==> config.mk <==
export PLATFORM = sky130hd
export DESIGN_NAME = rxf_frontend
export DESIGN_NICKNAME = d
export VERILOG_FILES = /design/src/rtl/rxf_pkg.sv /design/src/rtl/rxf_store.sv /design/src/rtl/rxf_irq.sv /design/src/rtl/rxf_frontend.sv
export SDC_FILE = /design/constraint.sdc
export NUM_CORES = 1
export LEC_CHECK = 0
export BUFFER_PORTS_ARGS = -buffer_cell sky130_fd_sc_hd__clkbuf_2
export CAP_MARGIN = 20
export CORE_ASPECT_RATIO = 1.75
export CORE_UTILIZATION = 40
export DETAILED_ROUTE_END_ITERATION = 10
export PLACE_DENSITY = 0.62
export SLEW_MARGIN = 20
export SYNTH_ARGS = -nofsm -noshare
export SYNTH_HDL_FRONTEND = slang
export SYNTH_SLANG_ARGS = --single-unit
==> constraint.sdc <==
create_clock -name clk -period 5.5 [get_ports clk]
set_input_delay 0.55 -clock clk [delete_from_list [all_inputs] [get_ports clk]]
set_output_delay 0.55 -clock clk [all_outputs]
set_load 0.01 [all_outputs]
==> src/rtl/rxf_pkg.sv <==
package rxf_pkg;

    typedef enum logic [2:0] {
        REG_CTRL   = 3'd0,
        REG_STAT   = 3'd1,
        REG_THRESH = 3'd2,
        REG_DATA   = 3'd3,
        REG_IEN    = 3'd4,
        REG_IPEND  = 3'd5,
        REG_SIZE   = 3'd6,
        REG_LEVEL  = 3'd7
    } reg_addr_e;

    localparam int CTRL_BOARD_RST = 0;
    localparam int CTRL_FIFO_RST  = 2;
    localparam int CTRL_RX_EN     = 5;
    localparam int STAT_UNDER     = 22;
    localparam int STAT_OVER      = 23;
    localparam int LVL_LSB        = 12;

    // packed as {full, almost_full, almost_empty, empty} -> bits 15..12
    typedef struct packed {
        logic full;
        logic almost_full;
        logic almost_empty;
        logic empty;
    } lvl_t;

    function automatic lvl_t calc_levels(int unsigned cnt, int unsigned ae,
                                         int unsigned af, int unsigned depth);
        lvl_t r;
        r.empty        = (cnt == 0);
        r.almost_empty = (cnt <= ae);
        r.almost_full  = (cnt + af >= depth);
        r.full         = (cnt >= depth);
        return r;
    endfunction

endpackage

==> src/rtl/rxf_store.sv <==
module rxf_store #(
    parameter int W     = 32,
    parameter int DEPTH = 16,
    localparam int AW   = $clog2(DEPTH),
    localparam int CW   = AW + 1
) (
    input  logic          clk,
    input  logic          rst,
    input  logic          flush,
    input  logic          push,
    input  logic          pop,
    input  logic [W-1:0]  din,
    output logic [W-1:0]  dout,
    output logic [CW-1:0] count
);
    logic [W-1:0]  mem [DEPTH];
    logic [AW-1:0] wr_ptr, rd_ptr;

    always_ff @(posedge clk) begin
        if (push && !flush) mem[wr_ptr] <= din;
    end

    always_ff @(posedge clk) begin
        if (rst || flush) begin
            wr_ptr <= '0;
            rd_ptr <= '0;
            count  <= '0;
        end else begin
            if (push) wr_ptr <= wr_ptr + 1'b1;
            if (pop)  rd_ptr <= rd_ptr + 1'b1;
            count <= count + CW'(push) - CW'(pop);
        end
    end

    assign dout = mem[rd_ptr];


    count_bound_chk: assert property (@(posedge clk) disable iff (rst)
        count <= CW'(DEPTH));


    push_grows_chk: assert property (@(posedge clk) disable iff (rst)
        (push && !pop && !flush) |=> (count == $past(count) + 1'b1));

endmodule

==> src/rtl/rxf_irq.sv <==
module rxf_irq #(
    parameter int N                   = 4,
    parameter logic [N-1:0] PREV_INIT = '0
) (
    input  logic         clk,
    input  logic         rst,
    input  logic         clear_all,
    input  logic [N-1:0] src,
    input  logic         w1c_we,
    input  logic [N-1:0] w1c_bits,
    input  logic [N-1:0] en,
    output logic [N-1:0] pend,
    output logic         irq
);
    logic [N-1:0] prev;

    for (genvar k = 0; k < N; k++) begin : g_src
        always_ff @(posedge clk) begin
            if (rst || clear_all) begin
                prev[k] <= PREV_INIT[k];
                pend[k] <= 1'b0;
            end else begin
                prev[k] <= src[k];
                if (src[k] && !prev[k])
                    pend[k] <= 1'b1;
                else if (w1c_we && w1c_bits[k])
                    pend[k] <= 1'b0;
            end
        end


        rise_sets_chk: assert property (@(posedge clk) disable iff (rst)
            ($rose(src[k]) && !clear_all && !$past(clear_all)) |=> pend[k]);
    end

    assign irq = |(pend & en);

endmodule

==> src/rtl/rxf_frontend.sv <==
module rxf_frontend #(
    parameter int DW     = 32,
    parameter int DEPTH  = 16,
    parameter int SETTLE = 8,
    localparam int CW    = $clog2(DEPTH) + 1,
    localparam int BW    = $clog2(SETTLE + 1)
) (
    input  logic          clk,
    input  logic          rst,
    input  logic          in_valid,
    input  logic [DW-1:0] in_data,
    input  logic          bus_wr,
    input  logic          bus_rd,
    input  logic [2:0]    bus_addr,
    input  logic [31:0]   bus_wdata,
    output logic [31:0]   bus_rdata,
    output logic          irq
);
    import rxf_pkg::*;

    logic          rx_en;
    logic [15:0]   ae_lvl;
    logic [7:0]    af_lvl;
    logic [3:0]    ien;
    logic          ovr, und;
    logic [BW-1:0] busy_cnt;
    logic [CW-1:0] count;
    logic [DW-1:0] head;
    logic [3:0]    pend;
    lvl_t          lv;

    logic wr_ctrl, wr_stat, board_rst, flush, busy;
    logic push, pop, ovr_evt, und_evt, data_rd;
    logic unused_bits;

    assign wr_ctrl   = bus_wr && (bus_addr == REG_CTRL);
    assign wr_stat   = bus_wr && (bus_addr == REG_STAT);
    assign board_rst = wr_ctrl && bus_wdata[CTRL_BOARD_RST];
    assign flush     = board_rst || (wr_ctrl && bus_wdata[CTRL_FIFO_RST]);
    assign busy      = (busy_cnt != '0);

    assign lv = calc_levels(32'(count), 32'(ae_lvl), 32'(af_lvl), DEPTH);

    assign push    = in_valid && rx_en && !busy && !lv.full;
    assign ovr_evt = in_valid && rx_en && !busy && lv.full;
    assign data_rd = bus_rd && (bus_addr == REG_DATA) && !busy;
    assign pop     = data_rd && !lv.empty;
    assign und_evt = data_rd && lv.empty;

    assign unused_bits = ^bus_wdata[31:24];

    rxf_store #(.W(DW), .DEPTH(DEPTH)) u_store (
        .clk(clk), .rst(rst), .flush(flush), .push(push), .pop(pop),
        .din(in_data), .dout(head), .count(count)
    );

    rxf_irq #(.N(4), .PREV_INIT(4'b0011)) u_irq (
        .clk(clk), .rst(rst), .clear_all(board_rst), .src(lv),
        .w1c_we(bus_wr && (bus_addr == REG_IPEND)),
        .w1c_bits(bus_wdata[LVL_LSB+3:LVL_LSB]),
        .en(ien), .pend(pend), .irq(irq)
    );

    always_ff @(posedge clk) begin
        if (rst || board_rst) begin
            rx_en    <= 1'b0;
            ae_lvl   <= '0;
            af_lvl   <= '0;
            ien      <= '0;
            ovr      <= 1'b0;
            und      <= 1'b0;
            busy_cnt <= board_rst ? BW'(SETTLE) : '0;
        end else begin
            if (busy) busy_cnt <= busy_cnt - 1'b1;
            if (wr_ctrl) rx_en <= bus_wdata[CTRL_RX_EN];
            if (bus_wr && bus_addr == REG_THRESH) begin
                ae_lvl <= bus_wdata[15:0];
                af_lvl <= bus_wdata[23:16];
            end
            if (bus_wr && bus_addr == REG_IEN) ien <= bus_wdata[LVL_LSB+3:LVL_LSB];
            ovr <= ovr_evt || (ovr && !(wr_stat && bus_wdata[STAT_OVER]));
            und <= und_evt || (und && !(wr_stat && bus_wdata[STAT_UNDER]));
        end
    end

    always_comb begin
        bus_rdata = '0;
        case (bus_addr)
            REG_CTRL:   bus_rdata[CTRL_RX_EN] = rx_en;
            REG_STAT: begin
                bus_rdata[LVL_LSB+3:LVL_LSB] = ~lv;
                bus_rdata[STAT_UNDER]        = und;
                bus_rdata[STAT_OVER]         = ovr;
            end
            REG_THRESH: bus_rdata = {8'h00, af_lvl, ae_lvl};
            REG_DATA:   bus_rdata = lv.empty ? '0 : 32'(head);
            REG_IEN:    bus_rdata[LVL_LSB+3:LVL_LSB] = ien;
            REG_IPEND:  bus_rdata[LVL_LSB+3:LVL_LSB] = pend;
            REG_SIZE:   bus_rdata[19:0] = 20'(DEPTH);
            REG_LEVEL:  bus_rdata = 32'(count);
            default:    bus_rdata = '0;
        endcase
    end


    ovr_sticky_chk: assert property (@(posedge clk) disable iff (rst)
        (ovr && !board_rst && !(wr_stat && bus_wdata[STAT_OVER])) |=> ovr);


    full_hold_chk: assert property (@(posedge clk) disable iff (rst)
        (count == CW'(DEPTH) && !bus_rd && !bus_wr) |=> (count == CW'(DEPTH)));


    settle_empty_chk: assert property (@(posedge clk) disable iff (rst)
        busy |-> (count == '0));


    und_set_chk: assert property (@(posedge clk) disable iff (rst)
        (bus_rd && bus_addr == REG_DATA && !busy && count == '0 && !bus_wr) |=> und);

endmodule

==> key figures <==
Logic synthesis
  • Top cells by area, synth: edfxtp_1 68%, mux4_2 13%, dfxtp_1 4.9%, nand2_1 1.5%, mux2i_1 1.5%
  • Post-synth EDFFs: 516
  • Mapped Nets: 1301
  • Sequential element share of the synthesized area: 73.19%
  • Mapped Area: 0.02270 sq mm
  • Async set-reset flop share out of synthesis: 0%
  • Synth unique cells: 56
  • Most common flop cell mapped by yosys: edfxtp_1
  • Cells after Synth: around 1200
  • Commonest cells in the netlist: 516 x edfxtp_1, 134 x mux4_2, 92 x nand2_1
  • Most common cell in the netlist: edfxtp_1
  • Post-synth top area share: 68.25%
  • Synth Register Bits: 572
  • Synth Area per Inst: 18.89 sq um
  • Synth area leader: edfxtp_1
  • YS warnings: 0

Power and ir drop
  • Peak VDD IR: 0.2505 mV
  • Pwr dens: between 300 and 400 mW/mm^2
  • LEAKAGE: roughly 8.1 nW
  • Pwr Total: approximately 0.0084 W

GRT
  • Vias in the first global route: 12217
  • Largest net degree at the start of global routing: 62
  • GR Overflow Total: 0
  • All-Layer GR Usage: 18.76%
  • Initial antenna violation count: 3
  • First-pass GRT wire length: 78.96 mm

Worst setup path
  • FF-to-FF Start: busy_cnt[0]
  • Crit end category: primary output
  • CP Max Fanout: 14
  • CP Class: register to primary output
  • CP required: 4.95 ns
  • R2r setup slk: 1.70 ns
  • Critical path launch point: u_store.count[3]
  • Worst reg2reg path endpoint: u_store.mem[8][15]
  • Critical Path Source Type: register
  • CP endpoint: bus_rdata[2]
  • Reg2Reg Depth: 8
  • Critical Path AT: between 3 and 4 ns

Floorplan
  • Core Region: 0.05612 sq mm
  • Die ar.: 0.05775 sq mm
  • Initial core utilization: 40.46%
  • Vert. Die Dim: 317.2 um
  • I/O Pins: 105
  • DIE WIDTH: around 180 um
  • # rows: 115

Clock network
  • Deepest clock path buffer count: 3
  • Number of H-tree levels: 2
  • Root Buffer: clkbuf_16
  • Setup bufs post-CTS: 0
  • # hold bufs at CTS: 0
  • Clock latency on the worst-skew pair: 0.58 ns
  • CTS tree: yes
  • Resize count post-CTS: 0
  • Cts bufs inserted: 49
  • Clock sink count: around 570
  • CTS clk-pin slew, worst paths: around 0.070 ns

Routing
  • First drt pass iteration count: 4
  • DR vias: 11626
  • Starting DRC count in detailed routing: between 800 and 900
  • Routed Antenna Nets: 0
  • Vias per cell: 5.633
  • DRC: 0
  • DR WL/cell: ~26 um
  • Final Routed Wirelength: ~53 mm

Finish
  • Share of cells above drive strength 1: 27.41%
  • Design Area, Final: roughly 0.026 sq mm
  • P&R area growth vs syn: 13.45%
  • Layout net count: 1425

Placement
  • Gpl congestion: around 0.88
  • Post-DP HPWL: 30.94 mm
  • IO Port Bufs: 96
  • Dpl cell area: 0.02418 sq mm

STA
  • Worst slew pin tran: 1.070 ns
  • Worst rel slew slack: between 20% and 30%
  • RSZ-0062 raised after global routing: false
  • Final-report max-slew violation count: 0
  • Setup_tns: 0 ns
  • Setup Viol. Count Final: 0
  • Post-layout min period: 4.125 ns
  • Fmax: 242.4 MHz
  • Final setup skew: ~0.012 ns
  • Final hold violations: 0
  • Period utilisation layout: between 70% and 80%

Outcome
  • Status: finished, final reports clean

Min path
  • Worst hold path type: input port to register

Flow run
  • Maxcap violations: 0
-- through the flow --
step	hold slack, ns	utilization (%)	setup slack [ns]	cells
finish	0.1905	45.90	1.375	2064
global route	0.1946	45.90	1.160	2064
CTS	0.1671	45.89	1.270	2063
detailed placement	0.4513	43.08	1.671	1977
global placement	0.4474	43.05	1.644	1976
floorplan	0.4363	-	0.5669	1202
-- kinds of logic after synthesis --
| kind of cell | count (synthesis) | synth area share [%] |
|---|---|---|
| buffers and inverters | 86 | 1.813 |
| adders and majority gates | 27 | 1.554 |
| AOI/OAI and AO/OA | 103 | 2.888 |
| muxes | 176 | 15.45 |
| DFF | 572 | 73.19 |
| xor gates and xnor gates | 12 | 0.4629 |
| and+or+nand+nor | 226 | 4.640 |
-- routing by layer --
layer	part of all wire, %	up-vias	wire length, um	global-route usage, %
met5	0.055	-	29	0
met4	2.5	4	1300	5.978
met3	4.6	79	2444	2.519
met2	53	336	28330	34.04
met1	39	6122	20900	23.14
li1	-	5085	-	-
-- state kept, by name, indices dropped and copies added, names as in the netlist, named ones only --
register / cells
ovr: 1
und: 1
u_irq.prev: 4
u_store.count: 5
af_lvl: 8
u_irq.pend: 4
u_store.wr_ptr: 4
rx_en: 1
ae_lvl: 16
u_store.rd_ptr: 4
ien: 4
busy_cnt: 4
u_store.mem: 512
-- where the power goes --
part           switching [W]  total (W)  internal, W  leakage, nW
logic               0.000134   0.000198    0.0000639         2.23
registers          0.0000178    0.00477      0.00475         5.10
clock network        0.00154    0.00346      0.00192        0.769
total                0.00169    0.00843      0.00674         8.09
-- final cells by class --
| class | count | area, sq um |
|---|---|---|
| Inverter | 25 | 93.84 |
| Sequential cell | 572 | 16630 |
| Clock buffer | 55 | 1249 |
| Timing Repair Buffer | 134 | 794.5 |
| Clock inverter | 31 | 327.8 |
| Antenna cell | 1 | 2.502 |
| Multi-Input combinational cell | 544 | 5782 |
| Tap cell | 702 | 878.3 |
| Fill cell | 4750 | 30360 |
-- worst max-delay path: stages, from the launching register on --
cell	delay (ns)
dfxtp_1	0.41
inv_1	0.10
ha_1	0.18
or4b_1	0.42
and2_1	0.80
nand3b_1	0.43
o22a_1	0.30
o21ai_0	0.14
clkbuf_2	0.20
-- how the worst min path moves through the flow --
stage	endpoint	cells past startpoint	slack [ns]	from
after floorplan	ae_lvl[4]	2	0.44	ae_lvl[4]
after global placement	ae_lvl[4]	2	0.45	ae_lvl[4]
after detailed placement	ae_lvl[4]	2	0.45	ae_lvl[4]
after CTS	ae_lvl[4]	3	0.17	bus_wdata[4]
after global routing	af_lvl[0]	3	0.19	bus_wdata[16]
final	ae_lvl[4]	3	0.19	bus_wdata[4]
-- layout by cell type (no fill, tap or decap), types with 6 or more instances in the layout --
cell type / instances
inv_1: 23
and2_1: 11
a221oi_1: 12
nor3_2: 7
clkbuf_16: 49
clkbuf_1: 6
buf_4: 35
mux2i_1: 34
o21ai_0: 12
ha_1: 25
clkinv_1: 6
dfxtp_1: 52
bufinv_16: 6
a21oi_1: 46
nand3_1: 11
nor2_1: 40
nor3_1: 23
edfxtp_1: 516
xnor2_1: 8
clkinv_2: 12
nand2_1: 92
clkbuf_2: 96
a22oi_1: 8
mux4_2: 134
Power figures use the tool's default switching activity.
